--- src/rtl/pkcap_pkg.sv ---
package pkcap_pkg;
    typedef enum logic [1:0] {
        S_ARMED  = 2'd0,
        S_TRACK  = 2'd1,
        S_REPORT = 2'd2
    } pk_state_t;
endpackage

--- src/rtl/pkcap_levels.sv ---
module pkcap_levels #(
    parameter int DW   = 8,
    parameter int HYST = 4
) (
    input  logic [DW-1:0] smp,
    input  logic [DW-1:0] thr,
    input  logic [DW-1:0] base,
    output logic          hit_trig,
    output logic          at_base
);
    localparam int BW = DW + 1;

    logic [BW-1:0] lim;

    always_comb begin
        lim      = {1'b0, base} + BW'(HYST);
        hit_trig = (smp >= thr);
        at_base  = ({1'b0, smp} <= lim);
    end
endmodule

--- src/rtl/pkcap_tracker.sv ---
module pkcap_tracker #(
    parameter int DW = 8
) (
    input  logic          clk,
    input  logic          rst_n,
    input  logic          load,
    input  logic          upd,
    input  logic [DW-1:0] smp,
    output logic [DW-1:0] max_q,
    output logic [DW-1:0] max_nxt
);
    always_comb begin
        if (load)
            max_nxt = smp;
        else if (upd && (smp > max_q))
            max_nxt = smp;
        else
            max_nxt = max_q;
    end

    always_ff @(posedge clk or negedge rst_n) begin
        if (!rst_n)
            max_q <= '0;
        else if (load || upd)
            max_q <= max_nxt;
    end

    AST_MAX_MONOTONIC: assert property (@(posedge clk) disable iff (!rst_n)
        (upd && !load) |=> (max_q >= $past(max_q)));
endmodule

--- src/rtl/pkcap_timer.sv ---
module pkcap_timer #(
    parameter int TMO_W = 16
) (
    input  logic             clk,
    input  logic             rst_n,
    input  logic             clr,
    input  logic             inc,
    input  logic [TMO_W-1:0] tmo,
    output logic             expired
);
    localparam int CW = TMO_W + 1;

    logic [TMO_W-1:0] cnt_q;
    logic [CW-1:0]    cnt_nxt;

    always_comb begin
        cnt_nxt = {1'b0, cnt_q} + CW'(1);
        expired = (cnt_nxt >= {1'b0, tmo});
    end

    always_ff @(posedge clk or negedge rst_n) begin
        if (!rst_n)
            cnt_q <= '0;
        else if (clr)
            cnt_q <= '0;
        else if (inc)
            cnt_q <= cnt_nxt[TMO_W-1:0];
    end
endmodule

--- src/rtl/pkcap_top.sv ---
module pkcap_top #(
    parameter int DW    = 8,
    parameter int TMO_W = 16,
    parameter int HYST  = 4
) (
    input  logic             clk,
    input  logic             rst_n,
    input  logic             smp_vld,
    input  logic [DW-1:0]    smp_data,
    input  logic [DW-1:0]    thr_trig,
    input  logic [DW-1:0]    base_lvl,
    input  logic [TMO_W-1:0] tmo_lim,
    output logic [DW-1:0]    pk_value,
    output logic             pk_valid,
    output logic             busy
);
    import pkcap_pkg::*;

    pk_state_t     state_q, state_d;
    logic          hit_trig, at_base, expired;
    logic          load, upd, inc, cap;
    logic [DW-1:0] max_q, max_nxt;
    logic [DW-1:0] value_q;

    pkcap_levels #(.DW(DW), .HYST(HYST)) u_levels (
        .smp      (smp_data),
        .thr      (thr_trig),
        .base     (base_lvl),
        .hit_trig (hit_trig),
        .at_base  (at_base)
    );

    pkcap_tracker #(.DW(DW)) u_tracker (
        .clk     (clk),
        .rst_n   (rst_n),
        .load    (load),
        .upd     (upd),
        .smp     (smp_data),
        .max_q   (max_q),
        .max_nxt (max_nxt)
    );

    pkcap_timer #(.TMO_W(TMO_W)) u_timer (
        .clk     (clk),
        .rst_n   (rst_n),
        .clr     (load),
        .inc     (inc),
        .tmo     (tmo_lim),
        .expired (expired)
    );

    // Next-state and control decode
    always_comb begin
        state_d = state_q;
        load    = 1'b0;
        upd     = 1'b0;
        inc     = 1'b0;
        cap     = 1'b0;
        unique case (state_q)
            S_ARMED: begin
                if (smp_vld && hit_trig) begin
                    load    = 1'b1;
                    state_d = S_TRACK;           // TRIGGER
                end
            end
            S_TRACK: begin
                if (smp_vld) begin
                    upd = 1'b1;
                    if (at_base || expired) begin
                        cap     = 1'b1;
                        state_d = S_REPORT;      // SETTLE / EXPIRE
                    end else begin
                        inc = 1'b1;
                    end
                end
            end
            S_REPORT: state_d = S_ARMED;         // REARM
            default:  state_d = S_ARMED;
        endcase
    end

    // State register
    always_ff @(posedge clk or negedge rst_n) begin
        if (!rst_n)
            state_q <= S_ARMED;
        else
            state_q <= state_d;
    end

    // Result register
    always_ff @(posedge clk or negedge rst_n) begin
        if (!rst_n)
            value_q <= '0;
        else if (cap)
            value_q <= max_nxt;
    end

    // Outputs
    always_comb begin
        pk_value = value_q;
        pk_valid = (state_q == S_REPORT);
        busy     = (state_q != S_ARMED);
    end

    AST_VALID_SINGLE: assert property (@(posedge clk) disable iff (!rst_n)
        pk_valid |=> !pk_valid);
    AST_SETTLE_REPORTS: assert property (@(posedge clk) disable iff (!rst_n)
        (busy && !pk_valid && smp_vld && at_base) |=> pk_valid);
    AST_VALUE_HELD: assert property (@(posedge clk) disable iff (!rst_n)
        !pk_valid |-> $stable(pk_value));
    AST_VALID_BUSY: assert property (@(posedge clk) disable iff (!rst_n)
        pk_valid |-> busy);
    AST_REARM: assert property (@(posedge clk) disable iff (!rst_n)
        pk_valid |=> !busy);
endmodule

--- config.mk ---
export PLATFORM = sky130hd
export DESIGN_NAME = pkcap_top
export DESIGN_NICKNAME = d
export VERILOG_FILES = /design/src/rtl/pkcap_pkg.sv /design/src/rtl/pkcap_levels.sv /design/src/rtl/pkcap_tracker.sv /design/src/rtl/pkcap_timer.sv /design/src/rtl/pkcap_top.sv
export SDC_FILE = /design/constraint.sdc
export NUM_CORES = 1
export LEC_CHECK = 0
export BUFFER_PORTS_ARGS = -buffer_cell sky130_fd_sc_hd__buf_4
export CAP_MARGIN = 30
export CORE_ASPECT_RATIO = 0.5
export CORE_MARGIN = 1
export CORE_UTILIZATION = 55
export DETAILED_ROUTE_END_ITERATION = 10
export PLACE_DENSITY = 0.9
export SLEW_MARGIN = 15
export SYNTH_ARGS = -nofsm -noshare
export SYNTH_HDL_FRONTEND = slang
export SYNTH_HIERARCHICAL = 1
export SYNTH_SLANG_ARGS = --single-unit
--- constraint.sdc ---
create_clock -name clk -period 9.07 [get_ports clk]
set_input_delay 0.907 -clock clk [delete_from_list [all_inputs] [get_ports clk]]
set_output_delay 0.907 -clock clk [all_outputs]
set_load 0.01 [all_outputs]
==> results of run 1 <==
[area by class of cell]
class / count / area (um^2)
flip-flops and latches: 34 / 851
inverters: 42 / 158
multi-input cells: 265 / 1980
clock inverters: 3 / 68.8
repair buffers: 54 / 405
well taps: 70 / 87.6
fillers: 384 / 1490
clock buffers: 5 / 68.8
[power by group through the flow]
stage	combinational, mW	clock (mW)	sequential, mW
floorplan	0.187	0	0.218
global placement	0.270	0	0.213
detailed placement	0.285	0	0.216
CTS	0.292	0.172	0.214
global route	0.324	0.178	0.218
finish	0.295	0.169	0.214
[cell usage after synthesis, types with 2 or more instances]
master / n
mux2_2: 2
or4_1: 2
a31o_2: 3
buf_1: 4
mux2_4: 8
nand4_1: 11
nand3_1: 11
nor2b_1: 5
a222oi_1: 8
o211ai_1: 9
xor2_1: 10
nor3_1: 13
xnor2_1: 15
or3_1: 4
a21oi_1: 19
a211oi_1: 2
and3_1: 3
nor2_1: 30
inv_1: 42
a21o_1: 3
nand2_1: 33
ha_1: 42
dfrtp_1: 34
nor4_1: 2
o221ai_1: 2
o21ai_0: 6
clkbuf_1: 2
[worst max-delay path by stage]
stage                                             from                            end  slack, ps
final                     u_timer/cnt_q[3]$_DFFE_PN0P_  u_timer/cnt_q[10]$_DFFE_PN0P_       4300
after global routing      u_timer/cnt_q[3]$_DFFE_PN0P_  u_timer/cnt_q[10]$_DFFE_PN0P_       4110
after CTS                 u_timer/cnt_q[3]$_DFFE_PN0P_  u_timer/cnt_q[10]$_DFFE_PN0P_       4410
after detailed placement  u_timer/cnt_q[3]$_DFFE_PN0P_  u_timer/cnt_q[10]$_DFFE_PN0P_       4420
after global placement    u_timer/cnt_q[3]$_DFFE_PN0P_  u_timer/cnt_q[10]$_DFFE_PN0P_       4770
after floorplan           u_timer/cnt_q[0]$_DFFE_PN0P_  u_timer/cnt_q[10]$_DFFE_PN0P_       4930
[per-stage QoR]
stage / instances / hold slack [ps] / power (mW)
2_1_floorplan: 351 / 441 / 0.406
6_report: 473 / 499 / 0.678
4_1_cts: 473 / 493 / 0.677
5_1_grt: 473 / 535 / 0.721
3_5_place_dp: 465 / 483 / 0.501
3_3_place_gp: 465 / 460 / 0.483
[cell families after synthesis]
kind of cell / Yosys count / synth area share [%]
simple gates: 126 / 21.6
mux: 11 / 5.02
fa+ha+maj: 42 / 17.3
buf+inv: 52 / 6.87
compound gates: 61 / 14.0
flops: 34 / 28.0
xor+xnor: 25 / 7.20
[flip-flops by register name, summed over array words and instances, names as in the netlist]
register and cells:
state_q 2, u_timer/cnt_q 16, pk_value 8, u_tracker/max_q 8
[layer usage]
| layer | vias up | wire length (um) |
|---|---|---|
| met3 | 30 | 425 |
| met4 | 0 | 208 |
| met1 | 1311 | 3130 |
| met2 | 124 | 3620 |
| met5 | - | 0 |
| li1 | 1344 | - |
[critical path, cell delays in order (launching register included)]
cell and delay [ps]:
dfrtp_1 520, nand4_1 230, nor4_1 830, nand2_1 170, xnor2_1 240, ha_1 300, a21oi_1 150, a21boi_0 100
o31ai_1 230, o2111ai_1 230, nor3_1 230, buf_4 230, inv_1 130, or4_1 590, or3_1 340, a21oi_1 160
==> results.toml, run 1 <==
[clocking]
cts_max_level = 2
clkTransAtPathRegs_ps = 70
clkLatencyLatePin_ps = 290
post_cts_buffers = 0
cts.sinks = 34
cts_resized = 0
ctsHoldBuffers = 0
cts_buffers = 5
cts_buffer_depth = 2
cts_tree = "built"
root_buffer = "clkbuf_8"

[sta]
setup_viol = 0
max_freq_mhz = 210
grt_setup_unrepaired = "no"
report.final.hold_viol_count = 0
fin_crit_ps = 4770
tightest_slew_ps = 906
finalCritPeriodShare_pct = 52.6
slew_headroom_pct = 39.0
skew_ps = 4.65
setup_ws_ps = 4300
tns_ps = 0
slew_violations = 0

[logic_synthesis]
yosysTopAreaCell = "dfrtp_1"
synth_edf_count = 0
synth_seq_cells = 34
ys_types = 53
yosysWarnings = 6
ys_async_sr_fraction_pct = 100
syn_inst = 351
synthTopCellsByArea = "dfrtp_1, ha_1, inv_1"
syn-cell-area_um2 = 3040
ys_seq_area_share_pct = 28.0
ys.flop_type = "dfrtp_1"
synth_top_cell_area_share_pct = 28.0
syn_area_per_cell_um2 = 8.66
syn-num-nets = 436

[global_routing]
grt.busiest_layer = "met2"
met3_usage_pct = 4.29
grt_pass1_wl_mm = 12.2
grt_antenna_before_repair = 0
grt_pass1_vias = 2774
use_met1_pct = 31.3
grt_max_degree = 42
gr-total-overflow = 0
gr-usage-met2_pct = 52.6
grt.total_usage_pct = 27.2

[detailed_routing]
post-route-drc-count = 0
avgRoutedWirePerCell_um = 15.6
detail-route-antenna-nets = 0
drt_iter0_markers = 190
drt_pre_antenna_iters = 6
drt_wl_total_mm = 7.39
vias = 2809
vias_per_cell = 5.94

[placement]
gp_congestion = 0.879
place_area_um2 = 3480
port-buffer-count = 52
dp_slack_ps = 4420
post-dp-hpwl_mm = 5.60

[critical_path]
worstPathArrival_ps = 4980
startpoint_type = "flip-flop"
required_ps = 9280
r2r_cells = 15
ff2ff_setup_slack_ps = 4300
r2r-start = "u_timer/cnt_q[3]$_DFFE_PN0P_"
worstSetupEndpointType = "flip-flop"
worstPathMaxFanout = 14
worst_r2r_endpoint = "u_timer/cnt_q[10]$_DFFE_PN0P_"
worst-setup-path-type = "flip-flop to flip-flop"

[die]
io_pins = 53
die_x_um = 107
floorplan.initialDensity_pct = 59.5
core_um2 = 5110
fp-row-count = 18
die-area_um2 = 5850
die_height_um = 54.6

[job]
cap_viol_max_count = 0

[min_path]
worstHoldPathType = "flip-flop to flip-flop"
hold_depth = 1
worstHoldStart = "state_q[1]$_DFFE_PN0P_"
hold-path-endpoint = "state_q[0]$_DFFE_PN0P_"

[final_layout]
layout_common_cells = "buf_4, inv_1, ha_1"
diodes = 0
area_growth_syn_to_layout_pct = 19.1
final_nets = 487
finalCoreUtilization_pct = 70.9
drive_gt1_share_pct = 20.8
final_common_cell = "buf_4"
final_area_um2 = 3620

[pwr]
switchingPower_uw = 244
leakage_nw = 1.75
p_int_uw = 434
power_frac_seq_pct = 31.5
p_sw_share_pct = 35.9
p_clk_share_pct = 25.0
irDropWorstVdd_uv = 159
p_comb_share_pct = 43.5
cellPowerDensity_nw_per_um2 = 187

[run_status]
status = "finished clean"
(Power assumes the default switching activity.)
==> run 2: changes to the inputs <==
clock period = 4.9 ns   (was 9.07 ns; I/O delays follow)
==> run 2 against run 1 <==
  * Global-route usage fell by 0.80 points
  * Final cell count fell by 0.21%
  * Design area fell by 1.3%
  * Fmax rose by 11%
  * Sequential power rose by 84%
==> results.toml, run 2 (synthesis gave the netlist of run 1 again) <==
[critical_path]
r2r_cells = 14
critPathBufInv = 2
critical-path-top-delay-family = "simple AND/OR/NAND/NOR gates"
slowest_delay_ps = 590
required_ps = 5100
worstPathArrival_ps = 4510
startpoint = "u_timer/cnt_q[0]$_DFFE_PN0P_"
worst_r2r_endpoint = "u_timer/cnt_q[10]$_DFFE_PN0P_"
cp.depth = 14
worstSetupEndpointType = "flip-flop"
crit_chain = "ha_1 -> nand3_4 -> or3_1 -> xnor2_1 -> ha_1 -> nand4_1 -> inv_1 -> a2111oi_0 -> o2111ai_1 -> nor3_1 -> inv_1 -> or4_1 -> or3_1 -> a21oi_1"
ff2ff_setup_slack_ps = 600
startpoint_type = "flip-flop"
cp-endpoint = "u_timer/cnt_q[10]$_DFFE_PN0P_"
worstPathMaxFanout = 7
worst_path_max_delay_cell = "or4_1"
worst-setup-path-type = "flip-flop to flip-flop"
r2r-start = "u_timer/cnt_q[0]$_DFFE_PN0P_"

[global_routing]
grt_pass1_vias = 2787
grt_max_degree = 35
gr-total-overflow = 0
grt_antenna_before_repair = 0
grt.total_usage_pct = 26.4
grt_pass1_wl_mm = 11.9

[clocking]
cts_max_level = 2
cts.sinks = 34
cts_buffer_depth = 2
cts_buffers = 5
ctsHoldBuffers = 0
cts_tree = "built"
clkTransAtPathRegs_ps = 70
clkLatencyLatePin_ps = 280
root_buffer = "clkbuf_8"
cts_resized = 0
post_cts_buffers = 0

[pwr]
cellPowerDensity_nw_per_um2 = 319
irDropWorstVdd_uv = 267
leakage_nw = 1.73

[sta]
skew_ps = 7.92
slew_headroom_pct = 46.4
grt_setup_unrepaired = "no"
tns_ps = 0
slew_violations = 0
tightest_slew_ps = 803
fin_crit_ps = 4300
setup_viol = 0
finalCritPeriodShare_pct = 87.8
max_freq_mhz = 233
report.final.hold_viol_count = 0

[placement]
place_area_um2 = 3490
post-dp-hpwl_mm = 5.54
port-buffer-count = 52
gp_congestion = 0.843

[final_layout]
diodes = 0
area_growth_syn_to_layout_pct = 17.6
drive_gt1_share_pct = 20.6
largest-register = "u_timer/cnt_q"
final_nets = 488
largest_register_ffs = 16
layout_common_cells = "buf_4, inv_1, ha_1"
final_area_um2 = 3570
final_common_cell = "buf_4"

[job]
cap_viol_max_count = 0

[run_status]
status = "finished clean"

[min_path]
worstHoldPathType = "input port to async pin"

[die]
die_x_um = 107
io_pins = 53
fp-row-count = 18
die_height_um = 54.6
floorplan.initialDensity_pct = 59.5
core_um2 = 5110
die-area_um2 = 5850

[detailed_routing]
vias_per_cell = 5.92
vias = 2795
detail-route-antenna-nets = 0
drt_pre_antenna_iters = 7
drt_iter0_markers = 137
drt_wl_total_mm = 7.22
avgRoutedWirePerCell_um = 15.3
post-route-drc-count = 0
==> run 2: final cells by class <==
type | instances | area [um^2]
multi-input combinational | 265 | 1980
fill | 409 | 1540
sequential | 34 | 851
timing repair buffer | 55 | 413
inverter | 42 | 158
tap | 70 | 87.6
clock buffer | 6 | 82.6
==> run 2: worst min path at each step <==
stage | start | endpoint | slack (ps)
after global routing | rst_n | u_timer/cnt_q[2]$_DFFE_PN0P_ | 170
final | rst_n | u_tracker/max_q[0]$_DFFE_PN0P_ | 150
after floorplan | rst_n | pk_value[0]$_DFFE_PN0P_ | 190
after CTS | rst_n | u_timer/cnt_q[8]$_DFFE_PN0P_ | 150
after global placement | rst_n | u_timer/cnt_q[3]$_DFFE_PN0P_ | 460
after detailed placement | rst_n | u_timer/cnt_q[3]$_DFFE_PN0P_ | 460
==> run 2: stage by stage <==
step | instances | util [%] | power (mW) | hold WS [ps] | setup WS (ps)
floorplan | 351 | - | 0.751 | 194 | 761
global placement | 466 | 68.3 | 0.893 | 457 | 824
detailed placement | 466 | 68.3 | 0.924 | 460 | 644
CTS | 472 | 69.9 | 1.14 | 154 | 636
global route | 472 | 69.9 | 1.23 | 172 | 306
finish | 472 | 69.9 | 1.14 | 150 | 599
==> run 2: metal layers <==
layer  GRT usage (%)  wire length, um
met4            15.3              252
met5               0                0
met2            49.6             3510
met3            4.64              349
met1            29.8             3110
==> run 2: where the power goes <==
group	leakage, nW	total, mW	internal [mW]	switching [mW]
clock network	0.0431	0.204	0.108	0.0953
registers	0.394	0.393	0.349	0.0431
logic	1.29	0.546	0.251	0.294
total	1.73	1.14	0.709	0.433
